### src/rtl/tva_pkg.sv
// Shared definitions for the tiled view address generator.
// Assumes the format codes double as the address field encoding.
package tva_pkg;

    typedef enum logic [1:0] {
        FMT_B8   = 2'd0,
        FMT_B16  = 2'd1,
        FMT_B32  = 2'd2,
        FMT_PAGE = 2'd3
    } tile_fmt_e;

    localparam int ORI_YINV = 0;
    localparam int ORI_XINV = 1;
    localparam int ORI_SWAP = 2;

    // Horizontal shift for a format; page mode uses the slot width bits.
    function automatic logic [4:0] hshift(input logic [1:0] f, input logic [4:0] slot_bits);
        case (f)
            FMT_B32:  hshift = 5'd1;
            FMT_PAGE: hshift = slot_bits;
            default:  hshift = 5'd0;
        endcase
    endfunction

    // Vertical shift for a format; page mode uses the slot height bits.
    function automatic logic [4:0] vshift(input logic [1:0] f, input logic [4:0] slot_bits);
        case (f)
            FMT_B16,
            FMT_B32:  vshift = 5'd1;
            FMT_PAGE: vshift = slot_bits;
            default:  vshift = 5'd0;
        endcase
    endfunction

endpackage

### src/rtl/tva_front.sv
// First stage: range check and mirroring of the coordinates.
// Assumes COORD_W exceeds both container bit budgets.
module tva_front
    import tva_pkg::*;
#(
    parameter int WB      = 14,
    parameter int HB      = 13,
    parameter int SLOT_WB = 6,
    parameter int SLOT_HB = 6,
    parameter int COORD_W = 16
) (
    input  logic          clk,
    input  logic          rst_n,
    input  logic          in_valid,
    output logic          in_ready,
    input  logic [1:0]    in_fmt,
    input  logic [2:0]    in_orient,
    input  logic [COORD_W-1:0] in_x,
    input  logic [COORD_W-1:0] in_y,
    input  logic          down_ready,
    output logic          s1_valid,
    output logic [1:0]    s1_fmt,
    output logic [2:0]    s1_orient,
    output logic [WB-1:0] s1_x,
    output logic [HB-1:0] s1_y,
    output logic          s1_inv
);

    localparam logic [5:0] WB6 = 6'(WB);
    localparam logic [5:0] HB6 = 6'(HB);

    logic [4:0]         xs, ys;
    logic [5:0]         xbits, ybits;
    logic [COORD_W-1:0] xmask, ymask, xm, ym;
    logic               bad;

    // Decode the format shifts, masks and mirrored coordinates.
    always_comb begin
        xs    = hshift(in_fmt, 5'(SLOT_WB));
        ys    = vshift(in_fmt, 5'(SLOT_HB));
        xbits = WB6 - {1'b0, xs};
        ybits = HB6 - {1'b0, ys};
        xmask = (COORD_W'(1) << xbits) - COORD_W'(1);
        ymask = (COORD_W'(1) << ybits) - COORD_W'(1);
        bad   = (in_x > xmask) || (in_y > ymask);
        xm    = in_orient[ORI_XINV] ? (in_x ^ xmask) : in_x;
        ym    = in_orient[ORI_YINV] ? (in_y ^ ymask) : in_y;
    end

    assign in_ready = !s1_valid || down_ready;

    // Stage register with handshake.
    always_ff @(posedge clk) begin
        if (!rst_n) begin
            s1_valid  <= 1'b0;
            s1_fmt    <= '0;
            s1_orient <= '0;
            s1_x      <= '0;
            s1_y      <= '0;
            s1_inv    <= 1'b0;
        end else if (in_ready) begin
            s1_valid <= in_valid;
            if (in_valid) begin
                s1_fmt    <= in_fmt;
                s1_orient <= in_orient;
                s1_x      <= xm[WB-1:0];
                s1_y      <= ym[HB-1:0];
                s1_inv    <= bad;
            end
        end
    end

endmodule

### src/rtl/tva_back.sv
// Second stage: offset composition, alignment shift, field packing and stride.
// Assumes the incoming coordinates already fit their usable bit counts.
module tva_back
    import tva_pkg::*;
#(
    parameter int WB       = 14,
    parameter int HB       = 13,
    parameter int SLOT_WB  = 6,
    parameter int SLOT_HB  = 6,
    parameter int STRIDE_W = 32,
    localparam int OFF_W   = WB + HB,
    localparam int ADDR_W  = OFF_W + 5
) (
    input  logic                clk,
    input  logic                rst_n,
    input  logic                s1_valid,
    output logic                s2_ready,
    input  logic [1:0]          s1_fmt,
    input  logic [2:0]          s1_orient,
    input  logic [WB-1:0]       s1_x,
    input  logic [HB-1:0]       s1_y,
    input  logic                s1_inv,
    output logic                out_valid,
    input  logic                out_ready,
    output logic [ADDR_W-1:0]   out_addr,
    output logic [STRIDE_W-1:0] out_stride,
    output logic                out_invalid
);

    localparam logic [5:0] WB6 = 6'(WB);
    localparam logic [5:0] HB6 = 6'(HB);

    logic [4:0]          xs, ys;
    logic [5:0]          xbits, ybits, align;
    logic [OFF_W-1:0]    raw, off;
    logic [ADDR_W-1:0]   addr_c;
    logic [STRIDE_W-1:0] stride_c;

    // Compose the offset, align it and pack the address fields.
    always_comb begin
        xs    = hshift(s1_fmt, 5'(SLOT_WB));
        ys    = vshift(s1_fmt, 5'(SLOT_HB));
        xbits = WB6 - {1'b0, xs};
        ybits = HB6 - {1'b0, ys};
        align = {1'b0, xs} + {1'b0, ys};
        if (s1_orient[ORI_SWAP])
            raw = (OFF_W'(s1_x) << ybits) + OFF_W'(s1_y);
        else
            raw = (OFF_W'(s1_y) << xbits) + OFF_W'(s1_x);
        off    = raw << align;
        addr_c = s1_inv ? '0 : {s1_orient, s1_fmt, off};
        if (s1_orient[ORI_SWAP])
            stride_c = STRIDE_W'(1) << (HB6 + {1'b0, xs});
        else
            stride_c = STRIDE_W'(1) << (WB6 + {1'b0, ys});
    end

    assign s2_ready = !out_valid || out_ready;

    // Output register, held while downstream stalls.
    always_ff @(posedge clk) begin
        if (!rst_n) begin
            out_valid   <= 1'b0;
            out_addr    <= '0;
            out_stride  <= '0;
            out_invalid <= 1'b0;
        end else if (s2_ready) begin
            out_valid <= s1_valid;
            if (s1_valid) begin
                out_addr    <= addr_c;
                out_stride  <= stride_c;
                out_invalid <= s1_inv;
            end
        end
    end

endmodule

### src/rtl/tiled_view_addr.sv
// Top: two-stage tiled view address generator with valid/ready at both ends.
// Assumes default budgets give a 32-bit address (27 offset bits plus 5 field bits).
module tiled_view_addr #(
    parameter int WB       = 14,
    parameter int HB       = 13,
    parameter int SLOT_WB  = 6,
    parameter int SLOT_HB  = 6,
    parameter int COORD_W  = 16,
    parameter int STRIDE_W = 32,
    localparam int ADDR_W  = WB + HB + 5
) (
    input  logic                clk,
    input  logic                rst_n,
    input  logic                in_valid,
    output logic                in_ready,
    input  logic [1:0]          in_fmt,
    input  logic [2:0]          in_orient,
    input  logic [COORD_W-1:0]  in_x,
    input  logic [COORD_W-1:0]  in_y,
    output logic                out_valid,
    input  logic                out_ready,
    output logic [ADDR_W-1:0]   out_addr,
    output logic [STRIDE_W-1:0] out_stride,
    output logic                out_invalid
);

    logic          s1_valid, s2_ready, s1_inv;
    logic [1:0]    s1_fmt;
    logic [2:0]    s1_orient;
    logic [WB-1:0] s1_x;
    logic [HB-1:0] s1_y;

    tva_front #(
        .WB(WB), .HB(HB), .SLOT_WB(SLOT_WB), .SLOT_HB(SLOT_HB), .COORD_W(COORD_W)
    ) u_front (
        .clk(clk), .rst_n(rst_n),
        .in_valid(in_valid), .in_ready(in_ready),
        .in_fmt(in_fmt), .in_orient(in_orient), .in_x(in_x), .in_y(in_y),
        .down_ready(s2_ready),
        .s1_valid(s1_valid), .s1_fmt(s1_fmt), .s1_orient(s1_orient),
        .s1_x(s1_x), .s1_y(s1_y), .s1_inv(s1_inv)
    );

    tva_back #(
        .WB(WB), .HB(HB), .SLOT_WB(SLOT_WB), .SLOT_HB(SLOT_HB), .STRIDE_W(STRIDE_W)
    ) u_back (
        .clk(clk), .rst_n(rst_n),
        .s1_valid(s1_valid), .s2_ready(s2_ready),
        .s1_fmt(s1_fmt), .s1_orient(s1_orient),
        .s1_x(s1_x), .s1_y(s1_y), .s1_inv(s1_inv),
        .out_valid(out_valid), .out_ready(out_ready),
        .out_addr(out_addr), .out_stride(out_stride), .out_invalid(out_invalid)
    );

endmodule

### config.mk
export PLATFORM = sky130hd
export DESIGN_NAME = tiled_view_addr
export DESIGN_NICKNAME = d
export VERILOG_FILES = /design/src/rtl/tva_pkg.sv /design/src/rtl/tva_front.sv /design/src/rtl/tva_back.sv /design/src/rtl/tiled_view_addr.sv
export SDC_FILE = /design/constraint.sdc
export NUM_CORES = 1
export LEC_CHECK = 0
export CAP_MARGIN = 20
export CORE_UTILIZATION = 62
export CTS_BUF_LIST = sky130_fd_sc_hd__clkbuf_16
export CTS_CLUSTER_SIZE = 10
export DETAILED_ROUTE_END_ITERATION = 8
export PLACE_DENSITY = 0.85
export SLEW_MARGIN = 30
export SYNTH_ARGS = -nofsm -noshare
export SYNTH_HDL_FRONTEND = slang
export SYNTH_SLANG_ARGS = --single-unit
### constraint.sdc
create_clock -name clk -period 9.54 [get_ports clk]
set_input_delay 2.385 -clock clk [delete_from_list [all_inputs] [get_ports clk]]
set_output_delay 2.385 -clock clk [all_outputs]
set_load 0.01 [all_outputs]
==> impl_metrics.tcl <==
set metrics [dict create \
    outcome "complete, no violations" \
    r2r-end "u_back.out_addr[26]" \
    cp-end-kind "output port" \
    p_switching_mw 0.3816 \
    peakVddDrop_mv 0.07662 \
    cp_top_family "buffers and inverters" \
    post_cts_buffers 0 \
    finalWeightedCongestion 0.9993 \
    grt_max_degree 90 \
    avgSynthCellArea_um2 8.010 \
    hold_path_class "flop to flop" \
    r2r_cells 16 \
    post_cts_resized 0 \
    numCtsBuffers 9 \
    yosysMostFrequentCell "nand2_1" \
    viasPerCell 6.502 \
    port_buffers 107 \
    multiInputGateArea_um2 6130 \
    yosys.area.top_type_share_pct 23.45 \
    crit_arrival_ns 3.64 \
    synth.yosys.warnings 0 \
    cts_tree "built" \
    hold_depth 2 \
    rsz0062_at_grt "no" \
    path_buf_inv 2 \
    tns_ns 0 \
    design_area_um2 9893 \
    grt_overflow_total 0 \
    die-area_um2 14240 \
    p_int_mw 0.7757 \
    worst_slew_pin_slew_ns 0.8272 \
    period_share_pct 63.14 \
    wirelength_um 23860 \
    antenna_found_initial 0 \
    required_ns 7.16 \
    initial_utilization_pct 63.97 \
    wl_per_cell_um 18.25 \
    maxSlewHeadroom_pct 44.68 \
    leakage_nw 4.140 \
    ys_ff_latch 100 \
    path_cells "clkdlybuf4s50_1 > nor2b_1 > nand2_1 > clkdlybuf4s50_1" \
    setup_viol 0 \
    synth_seq_area_share_pct 23.45 \
    grt_pass1_wl_um 37790 \
    cap_viol_max_count 0 \
    whs_ns 0.4581 \
    hold_start "u_back.out_addr[8]" \
    fin_skew_ns 0.01185 \
    synth_edf_count 0 \
    worst_path_most_repeated_cell "clkdlybuf4s50_1" \
    post_dp_cell_area_um2 9592 \
    grt_usage_pct 33.09 \
    area_growth_pct 15.87 \
    rr_startpoint "u_front.s1_fmt[0]" \
    layout_setup_ws_ns 3.516 \
    seq_area_um2 2002 \
    clock_power_share_pct 32.1 \
    critPathMaxStageDelay_ns 0.50 \
    rrSetupSlack_ns 4.12 \
    fp.dieW_um 119.4 \
    antenna_cells 0 \
    cts_max_level 3 \
    hold_end "u_back.out_addr[8]" \
    drive_gt1_share_pct 5.924 \
    synthFlopType "dfxtp_1" \
    vias 8498 \
    rows 42 \
    critPathLaunchType "primary input" \
    synthCells 1066 \
    p_per_area_nw_per_um2 117.0 \
    clock_path_buffers 2 \
    dpl_worst_slack_ns 3.525 \
    slew_viol_final 0 \
    hold_buffers 0 \
    clk_pin_slew_ns 0.06 \
    coreArea_um2 13350 \
    drt_iter0_markers 1059 \
    comb_power_share_pct 27.5 \
    synth.area.top_cells "dfxtp_1 (23%), mux2i_1 (7.7%), ha_1 (7.2%), nand2_1 (5.7%), xnor2_1 (4.1%)" \
    min_period_ns 6.024 \
    clkSinkCount 100 \
    yosys-top-cells-count "nand2_1 (129), dfxtp_1 (100), nor2_1 (68)" \
    synth_area_um2 8538 \
    grt_pass1_vias 7679 \
    die_h_um 119.4 \
    drc 0 \
    ant_nets 0 \
    cp_max_fo 4 \
    fmax_ghz 0.1660 \
    insertion_delay_ns 0.36 \
    cts-root-buf "clkbuf_16" \
    yosysUniqueCellTypes 80 \
    yosysTopAreaCell "dfxtp_1" \
    nets 1218 \
    switching_share_pct 32.97 \
    hpwl_um 17520 \
    critical_path.slowest_cell "clkdlybuf4s50_1" \
    setup.worst_path.class "primary input to output port" \
    pin_count 108 \
    async_flop_share_pct 0 \
    firstDrtPassIters 8 \
    power.share.sequential_pct 40.4 \
    fill_cells 1056 \
    timing_hold_violations_final 0 \
]
-- metrics by stage --
stage	std cells	util [%]	power, mW
after floorplan	1069	-	0.6877
after global placement	1291	71.86	0.7782
after detailed placement	1291	71.86	0.7841
after CTS	1307	74.10	1.150
after global routing	1307	74.12	1.206
final	1307	74.12	1.157
-- cells by family after synthesis --
logic type | share of synthesized area, %
and+or+nand+nor | 21.92
buffers and inverters | 4.997
other | 0.04392
xor gates and xnor gates | 6.257
DFF | 23.45
adders and majority gates | 7.650
AOI/OAI and AO/OA | 24.65
muxes | 11.03
-- worst register-to-register path, stage by stage, from the launching register on --
cell and delay (ns):
dfxtp_1 0.36, inv_1 0.14, ha_1 0.62, buf_4 0.39
xor2_1 0.52, mux2i_1 0.28, and3_1 0.20, ha_1 0.28
o21ai_0 0.29, nor3_1 0.12, o41ai_2 0.55, o21ai_0 0.21
xor2_1 0.18, mux4_2 0.53, mux2i_1 0.25, a21boi_0 0.16
o211a_1 0.25
-- area by class of cell --
| type | instances | area share (%) |
|---|---|---|
| inverter | 29 | 1.100 |
| sequential | 100 | 20.24 |
| multi-input combinational | 870 | 61.96 |
| timing repair buffer | 116 | 11.46 |
| clock buffer | 9 | 2.276 |
| tap | 176 | 2.226 |
| clock inverter | 7 | 0.7462 |
-- flip-flops by register name (all words and copies together), names as in the netlist, 2 cells and up --
register	cells
u_front.s1_y	13
u_front.s1_fmt	2
u_back.out_stride	32
u_back.out_addr	32
u_front.s1_orient	3
u_front.s1_x	14
-- layer usage --
layer	vias up	part of all wire, %	global-route usage (%)
li1	4036	-	-
met5	-	0	0
met3	82	8.2	5.125
met4	0	4.1	16.41
met2	471	45	53.20
met1	3909	42	43.03
-- how the worst max path moves through the flow --
stage	start	to	slack, ns	cells after the start
floorplan	out_ready	in_ready	4.46	2
global placement	out_ready	in_ready	3.57	4
detailed placement	out_ready	in_ready	3.53	4
CTS	out_ready	in_ready	3.52	4
global route	out_ready	in_ready	3.44	4
finish	out_ready	in_ready	3.52	4
-- cell usage in the layout (no fill, tap or decap), types with 21 or more instances in the layout --
master,instances
a21oi_1,57
and3_1,26
clkdlybuf4s50_1,106
dfxtp_1,100
ha_1,48
inv_1,27
mux2i_1,66
nand2_1,129
nor2_1,68
nor2b_1,30
nor3_1,24
o211a_1,30
o21ai_0,50
xnor2_1,40
xor2_1,21
-- power groups by stage --
stage                     Combinational, mW  Sequential, mW  Clock (mW)
final                                 0.319           0.467       0.372
after global placement                0.304           0.474           0
after detailed placement              0.309           0.475           0
after global routing                  0.345           0.468       0.393
after CTS                             0.311           0.465       0.373
after floorplan                       0.224           0.463           0
(Power assumes the default switching activity.)
